<file path="config.mk">
export PLATFORM = sky130hd
export DESIGN_NAME = msi_pq_gate
export DESIGN_NICKNAME = d
export VERILOG_FILES = /design/src/rtl/msi_pq_pkg.sv /design/src/rtl/msi_vec_table.sv /design/src/rtl/msi_resend_map.sv /design/src/rtl/msi_pq_decide.sv /design/src/rtl/msi_pq_gate.sv
export SDC_FILE = /design/constraint.sdc
export NUM_CORES = 2
export LEC_CHECK = 0
export ABC_AREA = 1
export CORE_UTILIZATION = 55
export CTS_BUF_LIST = sky130_fd_sc_hd__clkbuf_4
export DETAILED_ROUTE_END_ITERATION = 16
export PLACE_DENSITY = 0.76
export SYNTH_ARGS = -nofsm -noshare
export SYNTH_HDL_FRONTEND = slang
export SYNTH_SLANG_ARGS = --single-unit
</file>
<file path="constraint.sdc">
create_clock -name clk -period 3.11 [get_ports clk]
set_input_delay 0.622 -clock clk [delete_from_list [all_inputs] [get_ports clk]]
set_output_delay 0.622 -clock clk [all_outputs]
set_load 0.05 [all_outputs]
</file>
<file path="src/rtl/msi_pq_pkg.sv">
package msi_pq_pkg;
    localparam int ENTRY_W    = 48;
    localparam int SERVER_W   = 8;
    localparam int PRIO_W     = 8;
    localparam int GEN_W      = 16;
    localparam int SERVER_LSB = 40;
    localparam int PRIO_LSB   = 32;
    localparam int P_BIT      = 24;
    localparam int Q_BIT      = 16;
    localparam int LINK_W     = 2;
    localparam logic [PRIO_W-1:0] MASK_PRIO = '1;

    typedef enum logic [1:0] {
        ST_IDLE = 2'd0,
        ST_SCAN = 2'd1,
        ST_EVAL = 2'd2
    } gate_state_t;

    function automatic logic [SERVER_W-1:0] ent_server(input logic [ENTRY_W-1:0] e);
        return e[SERVER_LSB +: SERVER_W];
    endfunction

    function automatic logic [PRIO_W-1:0] ent_prio(input logic [ENTRY_W-1:0] e);
        return e[PRIO_LSB +: PRIO_W];
    endfunction

    function automatic logic [GEN_W-1:0] ent_gen(input logic [ENTRY_W-1:0] e);
        return e[GEN_W-1:0];
    endfunction
endpackage

</file>
<file path="src/rtl/msi_vec_table.sv">
module msi_vec_table
    import msi_pq_pkg::*;
#(
    parameter int NUM_SRC = 16,
    parameter int AW      = 4
) (
    input  logic               clk,
    input  logic               rst_n,
    input  logic               cfg_we,
    input  logic [AW-1:0]      cfg_addr,
    input  logic [ENTRY_W-1:0] cfg_wdata,
    input  logic               upd_we,
    input  logic [AW-1:0]      upd_addr,
    input  logic [ENTRY_W-1:0] upd_wdata,
    input  logic [AW-1:0]      rda_addr,
    output logic [ENTRY_W-1:0] rda_data,
    input  logic [AW-1:0]      rdb_addr,
    output logic [ENTRY_W-1:0] rdb_data
);
    logic [ENTRY_W-1:0] cells [NUM_SRC];

    for (genvar g = 0; g < NUM_SRC; g++) begin : g_cell
        logic [ENTRY_W-1:0] cell_q;
        always_ff @(posedge clk or negedge rst_n) begin
            if (!rst_n) begin
                cell_q <= '0;
            end else if (cfg_we && (cfg_addr == AW'(g))) begin
                cell_q <= cfg_wdata;
            end else if (upd_we && (upd_addr == AW'(g))) begin
                cell_q <= upd_wdata;
            end
        end
        assign cells[g] = cell_q;
    end

    always_comb begin
        rda_data = '0;
        rdb_data = '0;
        if (int'(rda_addr) < NUM_SRC) rda_data = cells[rda_addr];
        if (int'(rdb_addr) < NUM_SRC) rdb_data = cells[rdb_addr];
    end
endmodule

</file>
<file path="src/rtl/msi_resend_map.sv">
module msi_resend_map #(
    parameter int NUM_SRC = 16,
    parameter int AW      = 4
) (
    input  logic          clk,
    input  logic          rst_n,
    input  logic          set_en,
    input  logic [AW-1:0] set_idx,
    input  logic          clr_en,
    input  logic [AW-1:0] clr_idx,
    output logic          any,
    output logic [AW-1:0] lowest
);
    logic [NUM_SRC-1:0] bits_q;

    for (genvar g = 0; g < NUM_SRC; g++) begin : g_bit
        always_ff @(posedge clk or negedge rst_n) begin
            if (!rst_n) begin
                bits_q[g] <= 1'b0;
            end else if (set_en && (set_idx == AW'(g))) begin
                bits_q[g] <= 1'b1;
            end else if (clr_en && (clr_idx == AW'(g))) begin
                bits_q[g] <= 1'b0;
            end
        end
    end

    assign any = |bits_q;

    always_comb begin
        lowest = '0;
        for (int i = NUM_SRC - 1; i >= 0; i--) begin
            if (bits_q[i]) lowest = AW'(i);
        end
    end
endmodule

</file>
<file path="src/rtl/msi_pq_decide.sv">
module msi_pq_decide
    import msi_pq_pkg::*;
(
    input  logic [ENTRY_W-1:0] entry,
    input  logic               resend_path,
    output logic               emit,
    output logic               change,
    output logic [ENTRY_W-1:0] next_entry
);
    logic [1:0] pq_eff;
    logic       masked;

    always_comb begin
        pq_eff     = resend_path ? 2'b00 : {entry[P_BIT], entry[Q_BIT]};
        masked     = (ent_prio(entry) == MASK_PRIO);
        emit       = 1'b0;
        change     = 1'b0;
        next_entry = entry;
        unique case (pq_eff)
            2'b00: begin
                change = 1'b1;
                if (masked) begin
                    next_entry[Q_BIT] = 1'b1;
                end else begin
                    next_entry[P_BIT] = 1'b1;
                    emit              = 1'b1;
                end
            end
            2'b10: begin
                change            = 1'b1;
                next_entry[Q_BIT] = 1'b1;
            end
            default: begin
                change = 1'b0;
            end
        endcase
    end
endmodule

</file>
<file path="src/rtl/msi_pq_gate.sv">
module msi_pq_gate
    import msi_pq_pkg::*;
#(
    parameter int NUM_SRC = 16,
    parameter int NUM_W   = 12,
    localparam int AW     = (NUM_SRC > 1) ? $clog2(NUM_SRC) : 1
) (
    input  logic                clk,
    input  logic                rst_n,
    input  logic                trig_valid,
    input  logic                trig_level,
    input  logic [AW-1:0]       trig_src,
    input  logic                reject_valid,
    input  logic [AW-1:0]       reject_src,
    input  logic                resend_req,
    input  logic [NUM_W-1:0]    src_base,
    input  logic                cfg_we,
    input  logic [AW-1:0]       cfg_addr,
    input  logic [ENTRY_W-1:0]  cfg_wdata,
    output logic [ENTRY_W-1:0]  cfg_rdata,
    output logic                busy,
    output logic                irq_valid,
    output logic [SERVER_W-1:0] irq_server,
    output logic [PRIO_W-1:0]   irq_prio,
    output logic [GEN_W-1:0]    irq_gen,
    output logic [NUM_W-1:0]    irq_num
);
    gate_state_t        state_q, state_d;
    logic [AW-1:0]      cur_src_q;
    logic               cur_resend_q;
    logic               rs_pend_q;
    logic [ENTRY_W-1:0] cur_entry;
    logic               dec_emit, dec_change;
    logic [ENTRY_W-1:0] dec_next;
    logic               map_any;
    logic [AW-1:0]      map_lowest;
    logic               trig_take;
    logic               scan_take;

    assign trig_take = (state_q == ST_IDLE) && trig_valid && trig_level;
    assign scan_take = (state_q == ST_SCAN) && map_any;
    assign busy      = (state_q != ST_IDLE);

    msi_vec_table #(.NUM_SRC(NUM_SRC), .AW(AW)) u_table (
        .clk      (clk),
        .rst_n    (rst_n),
        .cfg_we   (cfg_we),
        .cfg_addr (cfg_addr),
        .cfg_wdata(cfg_wdata),
        .upd_we   ((state_q == ST_EVAL) && dec_change),
        .upd_addr (cur_src_q),
        .upd_wdata(dec_next),
        .rda_addr (cfg_addr),
        .rda_data (cfg_rdata),
        .rdb_addr (cur_src_q),
        .rdb_data (cur_entry)
    );

    msi_resend_map #(.NUM_SRC(NUM_SRC), .AW(AW)) u_map (
        .clk    (clk),
        .rst_n  (rst_n),
        .set_en (reject_valid),
        .set_idx(reject_src),
        .clr_en (scan_take),
        .clr_idx(map_lowest),
        .any    (map_any),
        .lowest (map_lowest)
    );

    msi_pq_decide u_decide (
        .entry      (cur_entry),
        .resend_path(cur_resend_q),
        .emit       (dec_emit),
        .change     (dec_change),
        .next_entry (dec_next)
    );

    // next-state logic
    always_comb begin
        state_d = state_q;
        unique case (state_q)
            ST_IDLE: begin
                if (trig_take) begin
                    state_d = ST_EVAL;                     // IDLE_TO_EVAL
                end else if (rs_pend_q && map_any) begin
                    state_d = ST_SCAN;                     // IDLE_TO_SCAN
                end
            end
            ST_SCAN: begin
                state_d = map_any ? ST_EVAL : ST_IDLE;     // SCAN_TO_EVAL
            end
            ST_EVAL: begin
                state_d = (cur_resend_q && map_any) ? ST_SCAN : ST_IDLE;
            end
            default: state_d = ST_IDLE;
        endcase
    end

    // state register
    always_ff @(posedge clk or negedge rst_n) begin
        if (!rst_n) state_q <= ST_IDLE;
        else        state_q <= state_d;
    end

    // working registers and outputs
    always_ff @(posedge clk or negedge rst_n) begin
        if (!rst_n) begin
            cur_src_q    <= '0;
            cur_resend_q <= 1'b0;
            rs_pend_q    <= 1'b0;
            irq_valid    <= 1'b0;
            irq_server   <= '0;
            irq_prio     <= '0;
            irq_gen      <= '0;
            irq_num      <= '0;
        end else begin
            irq_valid <= 1'b0;
            if (resend_req) begin
                rs_pend_q <= 1'b1;
            end else if (state_q == ST_IDLE && !trig_take) begin
                rs_pend_q <= 1'b0;
            end
            unique case (state_q)
                ST_IDLE: begin
                    if (trig_take) begin
                        cur_src_q    <= trig_src;
                        cur_resend_q <= 1'b0;
                    end else if (rs_pend_q && map_any) begin
                        cur_resend_q <= 1'b1;
                    end
                end
                ST_SCAN: begin
                    if (map_any) begin
                        cur_src_q    <= map_lowest;
                        cur_resend_q <= 1'b1;
                    end
                end
                ST_EVAL: begin
                    if (dec_emit) begin
                        irq_valid  <= 1'b1;
                        irq_server <= ent_server(cur_entry) >> LINK_W;
                        irq_prio   <= ent_prio(cur_entry);
                        irq_gen    <= ent_gen(cur_entry);
                        irq_num    <= src_base + NUM_W'(cur_src_q);
                    end
                end
                default: ;
            endcase
        end
    end
endmodule

</file>
==> impl_summary.md <==
Outcome
The flow ran to the end, but the final reports show violations. The checks that failed: negative setup slack.

Logic synthesis
The post-synthesis area per instance is 7.14 um^2. Of all cell types, the one taking the most synthesized area is dfrtp_1. Of the synthesized area, sequential elements account for 0.412. Of the total synthesized cell area, the portion taken by AND, OR, NAND and NOR gates is 0.183. The share of the synthesized area in compound gates (AO/OA/AOI/OAI) came to 0.277. By area the synthesized netlist is led by dfrtp_1, nand2_1, o21ai_0. The XOR/XNOR share of the synthesized area is 0.00173. The distinct cell type count after synthesis is 43. The fraction of synthesized cell area taken by the top area cell type is 0.412.

The combinational family with the most area after synthesis is compound AO/OA/AOI/OAI gates. In this run, synthesis produced a sequential element count of 835. Of the total synthesized cell area, the portion taken by full adders, half adders and majority gates is 0.00138.

The mux cell area share after synthesis is 0. The number of warnings reported in the yosys synthesis log is 0. The summed instance area of the synthesized netlist is 50700 um^2. Counting every instance in the synthesized netlist gives 7098.

Timing
The final critical-path setup slack is -130 ps. Of the available clock period, the critical path in the final layout requires 1.04. The smallest clock period supported by the final layout is computed as 3240 ps. Setup violations remaining at the end of the flow were counted as 3. The maximum clock skew at final layout is 99.5 ps. The maximum operating frequency is 309 MHz. Headroom to the max-slew limit came out at 0.380. On the final layout, the worst hold slack is 51.2 ps. At the pin with the least slew margin, the transition time is 927 ps. The final hold violation count is 0.

The final-report max-slew violation count came to 0. Setup repair after global routing could not meet its margin everywhere.

Floorplanning
The die height is 306 um. The count of pins on the block boundary is 173. The starting density of the core is 0.554. In this run the core area contains 111 standard-cell rows. The die covers 93400 um^2. The horizontal die dimension is 306 um. The placeable core area is 91500 um^2.

Setup path
The required time at the endpoint of the critical path is 2490 ps. Measured in cells, the most critical reg-to-reg path has a length of 12. The largest fanout on the critical path is 2. The worst-case register-to-register setup slack is 80 ps.

The critical path arrival is 2620 ps. The worst setup path is captured at an output port. The type of the setup path with the least slack is reg -> out. The sort of element at the start of the critical path is a register.

Final layout
The top cell types in the final layout, fill and taps aside, are nand2_1, o21ai_0, inv_1. The final layout contains 7322 nets. Relative to the synthesized area, the layout overhead comes to 17.5%.

In the final layout, the share of cells above drive strength 1 is 0.122. Leaving out fill and tap cells, the most frequent cell in the layout is nand2_1. The final core area utilization is 0.651.

After routing the design area is 59600 um^2. The finished layout holds 8585 standard cells, fillers aside.

Drt
The final wirelength is 199 mm. The pre-antenna-repair detailed-routing pass consisted of 12 iterations. The detailed-route vias per instance is 6.38. The post-detailed-route DRC marker count is 0. The starting DRC count in detailed routing is 8431. The routed layout has 54700 vias. The number of nets with antenna violations after detailed routing is 0.

The detail-routed net length per standard cell is 23.2 um.

Power and ir drop
The combinational share of power is 0.488. The relative contribution of the clock network to total power is 0.190. The static leakage is 24.7 nW.

The internal power of the cells totals 0.0290 W. The sequential cell fraction of total power is 0.322. The switching component of the power is 0.0241 W. IR analysis of the VDD net gives a maximum drop of 0.000503 V. Of the total power, the share spent switching nets is 0.454. The power per unit of standard cell area is 890 nW/um^2.

Flow run
Max-cap violations in this run came to 0.

Place
The final HPWL from detailed placement is 118 mm. The worst setup timing slack at the placement stage is -372 ps. The placement-stage cell area is 56300 um^2.

The instance count after placement with tap cells included is 8167. Routability-driven placement finished with a final weighted congestion of 0.982. Port buffering added 170 buffers.

GRT
For this run the aggregate overflow at the end of global routing stands at 0. The number of global-route vias before repair is 52000. The wire length of the first global-routing pass is 299 mm. The overall routing resource usage is 0.415. The number of antenna violations at the first check in global routing is 5. The pin count of the biggest net entering global routing is 87.

Clocking
The clock tree root buffer cell is clkbuf_4. TritonCTS built the clock tree. The maximum count of clock buffers along a single path is 3. The register clock-pin slew on the reported worst setup and hold paths is 60 ps. For the worst-skew pair, the clock arrives at the later sink with an insertion delay of 1190 ps. The number of sinks on the clock net is 835. The number of clock buffers inserted by TritonCTS is 223.

The H-tree generated during clock tree synthesis spans 4 levels.

Min path
The kind of path behind the tightest hold check is in -> async.
## worst paths after layout
path | startpoint | end
hold reg to reg | u_map.bits_q[6] | u_map.bits_q[6]
setup / recovery | u_table.g_cell[0].cell_q[24] | cfg_rdata[24]
max in group asynchronous | rst_n | u_table.g_cell[13].cell_q[34]
min in group clk | trig_src[2] | cur_src_q[2]
hold / removal | rst_n | u_table.g_cell[3].cell_q[6]
setup reg to reg | cur_src_q[2] | irq_gen[15]
## per-stage QoR
step / TNS [ps] / total power (W)
after floorplan: 0 / 0.0331
after global routing: -410 / 0.0561
after CTS: -348 / 0.0519
after global placement: -53640 / 0.0410
after detailed placement: -67680 / 0.0417
final: -299 / 0.0531
## power by group through the flow
stage | Combinational [W] | Clock, W | Sequential (W)
after floorplan | 0.0160 | 0 | 0.0171
after global placement | 0.0240 | 0 | 0.0169
after detailed placement | 0.0247 | 0 | 0.0171
after CTS | 0.0249 | 0.0101 | 0.0169
after global routing | 0.0280 | 0.0107 | 0.0174
final | 0.0259 | 0.0101 | 0.0171
## timing repair
action / 4_1_cts / 5_1_grt
endpoints found under the hold margin: 480 / 0
gates cloned: 1 / 5
hold buffers: 3 / 0
setup buffers: 5 / 18
pin swaps: 13 / 31
gates resized for setup: 27 / 73
endpoints found under the setup margin: 52 / 256
## synth_stat cells
library cell / instances
buf_1: 69
clkbuf_1: 321
clkbuf_2: 1
nor3b_1: 1
dfrtp_1: 835
o21ai_0: 1252
xnor2_1: 3
nand4_1: 56
inv_1: 881
nor2_1: 70
nor2_8: 1
nand4_2: 23
nand3b_1: 1
o22ai_1: 379
buf_6: 19
o21bai_1: 1
or2_2: 1
ha_1: 4
nand3_1: 84
conb_1: 1
a211oi_1: 1
a22o_1: 10
nor4_1: 1
buf_4: 83
nand4_4: 17
clkinv_1: 1
buf_2: 141
nor2_2: 3
xor2_1: 7
nor2_4: 2
o21a_1: 1
a21oi_1: 6
o211ai_1: 1
inv_2: 5
o221ai_1: 160
a22oi_1: 220
nor3_1: 6
nand2_1: 1990
o21ai_1: 435
a2111o_1: 1
fa_1: 1
a31oi_1: 1
nand2_2: 2
## sequential cells by signal, indices dropped and copies added, names as in the netlist, 2 cells and up
signal	flops
u_table.g_cell.cell_q	768
irq_gen	16
u_map.bits_q	16
irq_num	12
irq_prio	8
irq_server	6
cur_src_q	4
state_q	2
## cell families (layout without fill, tap and decap cells)
| kind of cell | count (synthesis) | count (layout) |
|---|---|---|
| compound gates | 2468 | 2468 |
| xor+xnor | 10 | 10 |
| fa+ha+maj | 5 | 5 |
| buf+inv | 1521 | 1819 |
| flops | 835 | 835 |
| other cells | 1 | 3 |
| simple gates | 2258 | 2259 |
## layer usage
layer,part of all wire,track usage
met4,0.068,0.262
met1,0.36,0.540
met2,0.42,0.610
met5,0.00017,0.00362
met3,0.15,0.115
## critical path, stage by stage, from the launching register on
cell,delay [ps]
dfrtp_1,430
a22oi_2,200
o221ai_2,120
nand2_1,70
nand4_1,260
buf_6,250
buf_12,150
## area by class of cell
cell class | instances | area, um^2
Fill cell | 7635 | 31900
Multi-Input combinational cell | 4744 | 23800
Sequential cell | 835 | 20900
Timing Repair Buffer | 547 | 7220
Inverter | 887 | 3410
Clock buffer | 339 | 2540
Tap cell | 1186 | 1480
Clock inverter | 46 | 284
Antenna cell | 1 | 2.50
Note: power is estimated with default switching activity, not from simulation.
